## src/rtl/host_reg_port.sv

```systemverilog
module host_reg_port #(
  parameter int DW = 16,
  parameter logic [7:0] BASE_HI = 8'h40,
  parameter logic [7:0] BASE_LO = 8'h00
) (
  input  logic          clk,
  input  logic          rst_n,
  input  logic          mode_mux,
  input  logic          mode_rw,
  input  logic          mode_size8,
  input  logic [7:0]    h_addr_hi,
  input  logic [7:0]    h_addr_lo,
  input  logic          h_ale,
  input  logic          h_rd_ds_n,
  input  logic          h_wr_rw,
  input  logic [DW-1:0] h_d_i,
  output logic [DW-1:0] h_d_o,
  output logic [1:0]    h_d_oe,
  input  logic [2:0]    p_addr,
  input  logic          p_rd,
  input  logic          p_wr,
  input  logic [DW-1:0] p_wdata,
  output logic [DW-1:0] p_rdata,
  output logic [2:0]    p_in_full,
  output logic [2:0]    p_out_full
);
  localparam int BW = DW / 2;
  localparam int NCH = 3;

  function automatic logic [1:0] off3(input logic [2:0] a);
    return (a == 3'd3) ? 2'd0 : (a == 3'd4) ? 2'd1 : 2'd2;
  endfunction

  logic [7:0] lo_lat;
  logic [7:0] lo_eff;
  logic [2:0] loc;
  logic sel, rd_act, wr_act;

  always_ff @(posedge clk or negedge rst_n)
    if (!rst_n) lo_lat <= '0;
    else if (mode_mux && h_ale) lo_lat <= h_d_i[7:0];

  assign lo_eff = mode_mux ? lo_lat : h_addr_lo;
  assign loc    = lo_eff[2:0];
  assign sel    = (h_addr_hi == BASE_HI) && (lo_eff[7:3] == BASE_LO[7:3]);
  assign rd_act = mode_rw ? (!h_rd_ds_n && h_wr_rw)  : !h_rd_ds_n;
  assign wr_act = mode_rw ? (!h_rd_ds_n && !h_wr_rw) : !h_wr_rw;

  logic [DW-1:0] in_reg  [0:NCH-1];
  logic [DW-1:0] out_reg [0:NCH-1];
  logic [NCH-1:0] in_full, out_full;
  logic [DW-1:0] bank [0:7];

  always_comb begin
    for (int i = 0; i < NCH; i++) begin
      bank[i]       = in_reg[i];
      bank[i + NCH] = out_reg[i];
    end
    bank[6] = {{(DW-NCH){1'b0}}, in_full};
    bank[7] = {{(DW-NCH){1'b0}}, out_full};
  end

  assign h_d_oe  = {rd_act && sel && !mode_size8, rd_act && sel};
  assign h_d_o   = mode_size8 ? {{BW{1'b0}}, bank[loc][BW-1:0]} : bank[loc];
  assign p_rdata = bank[p_addr];
  assign p_in_full  = in_full;
  assign p_out_full = out_full;

  logic [2:0] wsy, rsy;
  logic wcap_sel, rcap_sel;
  logic [2:0] wcap_loc, rcap_loc;
  logic [DW-1:0] wcap_d;

  always_ff @(posedge clk or negedge rst_n)
    if (!rst_n) begin
      wsy <= '0; rsy <= '0;
      wcap_sel <= 1'b0; rcap_sel <= 1'b0;
      wcap_loc <= '0; rcap_loc <= '0;
      wcap_d <= '0;
    end else begin
      wsy <= {wsy[1:0], wr_act};
      rsy <= {rsy[1:0], rd_act};
      if (wr_act) begin
        wcap_sel <= sel;
        wcap_loc <= loc;
        wcap_d   <= h_d_i;
      end
      if (rd_act) begin
        rcap_sel <= sel;
        rcap_loc <= loc;
      end
    end

  logic wr_end, rd_end, hw_in, hr_out, pw_out, pr_in;
  logic [DW-1:0] wdat;

  assign wr_end = wsy[2] && !wsy[1];
  assign rd_end = rsy[2] && !rsy[1];
  assign wdat   = mode_size8 ? {{BW{1'b0}}, wcap_d[BW-1:0]} : wcap_d;
  assign hw_in  = wr_end && wcap_sel && (wcap_loc < 3'd3);
  assign hr_out = rd_end && rcap_sel && (rcap_loc >= 3'd3) && (rcap_loc <= 3'd5);
  assign pw_out = p_wr && (p_addr >= 3'd3) && (p_addr <= 3'd5);
  assign pr_in  = p_rd && (p_addr < 3'd3);

  always_ff @(posedge clk or negedge rst_n)
    if (!rst_n) begin
      for (int i = 0; i < NCH; i++) begin
        in_reg[i]  <= '0;
        out_reg[i] <= '0;
      end
      in_full  <= '0;
      out_full <= '0;
    end else begin
      if (hw_in) in_reg[wcap_loc[1:0]] <= wdat;
      if (pw_out) out_reg[off3(p_addr)] <= p_wdata;
      if (pr_in)  in_full[p_addr[1:0]] <= 1'b0;
      if (hw_in)  in_full[wcap_loc[1:0]] <= 1'b1;
      if (hr_out) out_full[off3(rcap_loc)] <= 1'b0;
      if (pw_out) out_full[off3(p_addr)] <= 1'b1;
    end

  a_r10_set_on_host_write: assert property (@(posedge clk) disable iff (!rst_n)
    hw_in |=> in_full[$past(wcap_loc[1:0])]);

  a_r10_clear_on_proc_read: assert property (@(posedge clk) disable iff (!rst_n)
    (pr_in && !(hw_in && wcap_loc[1:0] == p_addr[1:0])) |=> !in_full[$past(p_addr[1:0])]);

  a_r11_set_on_proc_write: assert property (@(posedge clk) disable iff (!rst_n)
    pw_out |=> out_full[off3($past(p_addr))]);

  a_r12_in_hold: assert property (@(posedge clk) disable iff (!rst_n)
    !hw_in |=> ($stable(in_reg[0]) && $stable(in_reg[1]) && $stable(in_reg[2])));

  a_r12_out_hold: assert property (@(posedge clk) disable iff (!rst_n)
    !pw_out |=> ($stable(out_reg[0]) && $stable(out_reg[1]) && $stable(out_reg[2])));

  a_r7_lane_order: assert property (@(posedge clk) disable iff (!rst_n)
    h_d_oe[1] |-> h_d_oe[0]);
endmodule

```

## config.mk

```make
export PLATFORM = sky130hd
export DESIGN_NAME = host_reg_port
export DESIGN_NICKNAME = d
export VERILOG_FILES = /design/src/rtl/host_reg_port.sv
export SDC_FILE = /design/constraint.sdc
export NUM_CORES = 1
export LEC_CHECK = 0
export BUFFER_PORTS_ARGS = -buffer_cell sky130_fd_sc_hd__buf_2
export CAP_MARGIN = 20
export CORE_MARGIN = 1
export CORE_UTILIZATION = 50
export DETAILED_ROUTE_END_ITERATION = 10
export PLACE_DENSITY = 0.71
export SLEW_MARGIN = 20
export SYNTH_ARGS = -nofsm -noshare
export SYNTH_HDL_FRONTEND = slang
export SYNTH_SLANG_ARGS = --single-unit
```

## constraint.sdc

```tcl
create_clock -name clk -period 2.4 [get_ports clk]
set_input_delay 0.48 -clock clk [delete_from_list [all_inputs] [get_ports clk]]
set_output_delay 0.48 -clock clk [all_outputs]
set_load 0.01 [all_outputs]
```

==> summary.md <==
The tools report the number of max-slew violations in the final report as 0. For flop-to-flop paths, the worst setup slack is 0.71 ns. The critical path is of the flip-flop to output port type.

After synthesis the cells add up to 7150 sq um. The share of cells above drive strength 1 is 47.2%. The HPWL after detailed placement is 13100 um. The post-route antenna net violation count was 0; the internal power component was 4.99 mW. The tools report the clock skew as 0.0105 ns.

Tracing the worst setup path back leads to its startpoint at lo_lat[0]. The first global-routing pass estimated 30100 um of wire. The endpoint identified for the worst register-to-register timing path is bank[116].

The total of flip-flops plus latches after synthesis was 140. The tools report the slack of the critical path as -0.190 ns. The tools report the nature of the critical path startpoint as a flip-flop.

The completed layout was analyzed and its total power is 6.80 mW. The initial utilization of the core area, before any placement, comes to 51.3%. The combined flip-flop and latch cell area is 3500 sq um. Routability-driven placement finished with a final weighted congestion of 0.852.

Data arrives at the worst endpoint at 2.11 ns. For the number of search-and-repair iterations in the first detailed-routing pass, the log shows 5. Setup repair after global routing could not meet its margin everywhere. Entering global routing, the biggest net connects 51 pins. Once placement finished, the instance area stood at 8010 sq um. Max-cap violations in this run came to 0. When the netlist entered floorplanning its net count stood at 637. The type of the worst min-delay path was input pin to async pin. Combined area of the multi-input logic cells: 3440 sq um. Once layout is complete, the utilization of the core stands at 63.9%. The filler cells instantiated in the layout total 1047. The clock latency reported for the late side of the worst-skew pair was 0.43 ns; the via count of the first global-routing pass was 5647. For the clock share of power, the log shows 38.0%. The mean area per synthesized cell works out to 12.4 sq um. The run gives 0 as the total global routing overflow.

0 antenna diodes ended up in the layout. Number of antenna violations at the first check in global routing: 0. The checks that failed: negative setup slack. TritonCTS built the clock tree.

Dividing the detail-routed wire length by the instance count gives 21.3 um. The ratio of final minimum period to clock period was 108%; the power spent charging and discharging nets was 1.81 mW. The port buffer count works out to 100. The die span in x is 122 um, and the largest fanout on the critical path is 9. Registers are responsible for 42.4% of the overall power. Upper clock frequency limit: 386 MHz.

The largest buffer count on any clock path is 2, and the final wirelength is 19200 um. In the final timing run, aggregate negative setup slack is -1.99 ns. The initialized floorplan defines 43 standard-cell rows.

The height of the chip is 122 um, and the CTS buffer count is 17. Detail-routed via count per cell: 6.00. The quantity of hold-fixing buffers added after cts came out at 0. The cell sitting at the root of the clock tree is a sky130_fd_sc_hd__clkbuf_16. Measured in cells, the most critical reg-to-reg path has a length of 4. For this block, the initial DRC count from the detailed router was 477.

The net count of the finished layout is 771. The clock net sink count was 140. The time the final worst path needs with I/O delays and setup was 2.59 ns. For the count of mapped cells out of synthesis, the log shows 576. The worst-case vdd ir drop is 0.600 mV, and the switching part of the total is 26.7%.

101 I/O pins were placed. After synthesis, the netlist uses 38 different library cells. The post-route cell area is 8910 sq um. Final hold violation count: 0. The startpoint identified for the worst register-to-register timing path is wcap_loc[2].

The number of design rule violations left after detail routing is 0, and the slew at the pin closest to its max-slew limit is 0.665 ns. The end point of the critical path was h_d_o[12]. Sequential elements use 49.0% of the synthesized area. The tools report the count of final setup violators as 16.

For this design the ratio of total power to cell area is 764 nW/um^2. STA classifies the critical path endpoint as an output port. The global-route total usage across every layer was 27.4%; the area enclosed by the die boundary was 14800 sq um.

The relative slew slack came out at 55.6%. The flow ran to the end, but the final reports show violations. The tools report the combinational power share as 19.6%. The detailed router placed 5414 vias in this run. Leakage power figure: 4.11 nW. The data required time at the worst endpoint is 1.92 ns, and the area growth from synthesis to layout is 24.7%.

After clock tree synthesis, the clock-pin slew on the worst setup and hold paths is 0.06 ns. The depth of the CTS H-tree was 4. In this run the standard cell core region covers 13900 sq um. The tools report the warning count from the yosys run as 0.
-- placed cells by master, fill, tap and decap left out, types with 7 or more instances in the layout --
cell type	n
sky130_fd_sc_hd__o21ai_1	9
sky130_fd_sc_hd__a21oi_1	14
sky130_fd_sc_hd__o21ai_2	9
sky130_fd_sc_hd__mux2_2	102
sky130_fd_sc_hd__buf_4	44
sky130_fd_sc_hd__nand2_1	27
sky130_fd_sc_hd__o22a_1	8
sky130_fd_sc_hd__buf_2	95
sky130_fd_sc_hd__nor3_1	9
sky130_fd_sc_hd__clkbuf_1	7
sky130_fd_sc_hd__clkbuf_16	19
sky130_fd_sc_hd__nor2b_1	8
sky130_fd_sc_hd__o21ai_0	29
sky130_fd_sc_hd__mux2i_1	39
sky130_fd_sc_hd__dfrtp_1	140
sky130_fd_sc_hd__mux4_2	24
sky130_fd_sc_hd__nor2_1	19
sky130_fd_sc_hd__inv_1	19
sky130_fd_sc_hd__nand2b_1	17
-- cell usage after synthesis --
| library cell | instances | area [sq um] |
|---|---|---|
| sky130_fd_sc_hd__mux4_1 | 4 | 105 |
| sky130_fd_sc_hd__clkbuf_1 | 12 | 45.0 |
| sky130_fd_sc_hd__nor2_1 | 19 | 71.3 |
| sky130_fd_sc_hd__nand2_1 | 31 | 116 |
| sky130_fd_sc_hd__or3b_2 | 1 | 8.76 |
| sky130_fd_sc_hd__and4b_1 | 1 | 10.0 |
| sky130_fd_sc_hd__and2_1 | 1 | 6.26 |
| sky130_fd_sc_hd__o32ai_1 | 6 | 52.6 |
| sky130_fd_sc_hd__nor3b_1 | 3 | 22.5 |
| sky130_fd_sc_hd__mux2_2 | 103 | 1160 |
| sky130_fd_sc_hd__buf_2 | 15 | 75.1 |
| sky130_fd_sc_hd__a21oi_1 | 15 | 75.1 |
| sky130_fd_sc_hd__and3_1 | 1 | 6.26 |
| sky130_fd_sc_hd__or4_1 | 1 | 7.51 |
| sky130_fd_sc_hd__buf_6 | 3 | 33.8 |
| sky130_fd_sc_hd__and3b_1 | 1 | 8.76 |
| sky130_fd_sc_hd__a221oi_1 | 6 | 52.6 |
| sky130_fd_sc_hd__nand4bb_1 | 1 | 11.3 |
| sky130_fd_sc_hd__nand2b_1 | 17 | 106 |
| sky130_fd_sc_hd__nand3b_1 | 3 | 22.5 |
| sky130_fd_sc_hd__nor3_1 | 9 | 45.0 |
| sky130_fd_sc_hd__nor4_1 | 1 | 6.26 |
| sky130_fd_sc_hd__or2_2 | 6 | 37.5 |
| sky130_fd_sc_hd__nand4b_1 | 3 | 26.3 |
| sky130_fd_sc_hd__nor2b_1 | 8 | 50.1 |
| sky130_fd_sc_hd__mux4_2 | 20 | 450 |
| sky130_fd_sc_hd__o21bai_1 | 2 | 15.0 |
| sky130_fd_sc_hd__a21o_1 | 2 | 15.0 |
| sky130_fd_sc_hd__dfrtp_1 | 140 | 3500 |
| sky130_fd_sc_hd__mux2i_1 | 45 | 450 |
| sky130_fd_sc_hd__and4bb_2 | 1 | 12.5 |
| sky130_fd_sc_hd__o211ai_1 | 2 | 15.0 |
| sky130_fd_sc_hd__buf_4 | 11 | 82.6 |
| sky130_fd_sc_hd__inv_1 | 19 | 71.3 |
| sky130_fd_sc_hd__a32oi_1 | 6 | 52.6 |
| sky130_fd_sc_hd__o21ai_0 | 47 | 235 |
| sky130_fd_sc_hd__nand3_1 | 2 | 10.0 |
| sky130_fd_sc_hd__o22a_1 | 8 | 70.1 |
-- state kept, by name, indices dropped and copies added (netlist names) --
register and cells:
rsy 3, rcap_loc 3, wcap_d 16, p_in_full 3, bank 96, rcap_sel 1, wcap_loc 3, p_out_full 3
wcap_sel 1, lo_lat 8, wsy 3
-- worst min path at each step --
| stage | to | cells past startpoint | slack, ns |
|---|---|---|---|
| 6_report | bank[76] | 1 | 0.01 |
| 3_3_place_gp | wsy[1] | 0 | 0.33 |
| 2_1_floorplan | bank[100] | 0 | 0.18 |
| 4_1_cts | bank[76] | 1 | 0.02 |
| 5_1_grt | bank[50] | 1 | 0.04 |
| 3_5_place_dp | rsy[1] | 0 | 0.34 |
-- power groups by stage --
stage | registers (mW) | clock network, mW | logic (mW)
after global placement | 2.88 | 0 | 1.11
after detailed placement | 2.90 | 0 | 1.15
after global routing | 2.92 | 2.69 | 1.43
after floorplan | 2.81 | 0 | 0.764
final | 2.88 | 2.58 | 1.33
after CTS | 2.87 | 2.60 | 1.27
-- timing repair --
item / in CTS / in global routing
resized for setup: 46 / 18
setup endpoints to repair: 19 / 22
cloned: 1 / 2
buffers inserted: 9 / 5
pin swaps: 5 / 6
-- per-layer routing --
layer	up-vias	GRT usage, %	wire length, um
li1	2378	-	-
met1	2768	34.8	7940
met2	210	44.9	9610
met3	58	5.90	1060
met4	0	12.7	624
met5	-	0	0
-- cell families after synthesis --
| family | count (synthesis) | synth area share [%] |
|---|---|---|
| flip-flops | 140 | 49.0 |
| AND/OR/NAND/NOR | 110 | 8.19 |
| multiplexers | 172 | 30.3 |
| AO/OA/AOI/OAI | 94 | 8.16 |
| buffers and inverters | 60 | 4.31 |
-- worst max-delay path, stage by stage, from the launching register on --
cell and delay, ns:
sky130_fd_sc_hd__dfrtp_1 0.40, sky130_fd_sc_hd__mux2i_4 0.20, sky130_fd_sc_hd__buf_12 0.18, sky130_fd_sc_hd__buf_8 0.13, sky130_fd_sc_hd__buf_12 0.13, sky130_fd_sc_hd__mux2i_2 0.24, sky130_fd_sc_hd__o22a_1 0.17, sky130_fd_sc_hd__o21ai_2 0.06
sky130_fd_sc_hd__buf_2 0.17
-- layout make-up --
type	count	share of cell area, %
Sequential cell	140	39.3
Multi-Input combinational cell	376	38.7
Timing Repair Buffer	156	12.3
Clock buffer	24	5.07
Tap cell	180	2.53
Clock inverter	8	1.32
Inverter	19	0.801
-- stage by stage --
stage,setup WS [ns],instances,hold slack [ns]
after floorplan,0.0582,576,0.184
after global placement,-0.122,854,0.334
after detailed placement,-0.141,854,0.342
after CTS,-0.184,896,0.0208
after global routing,-0.245,903,0.0384
final,-0.190,903,0.0128
Note: power is estimated with default switching activity, not from simulation.
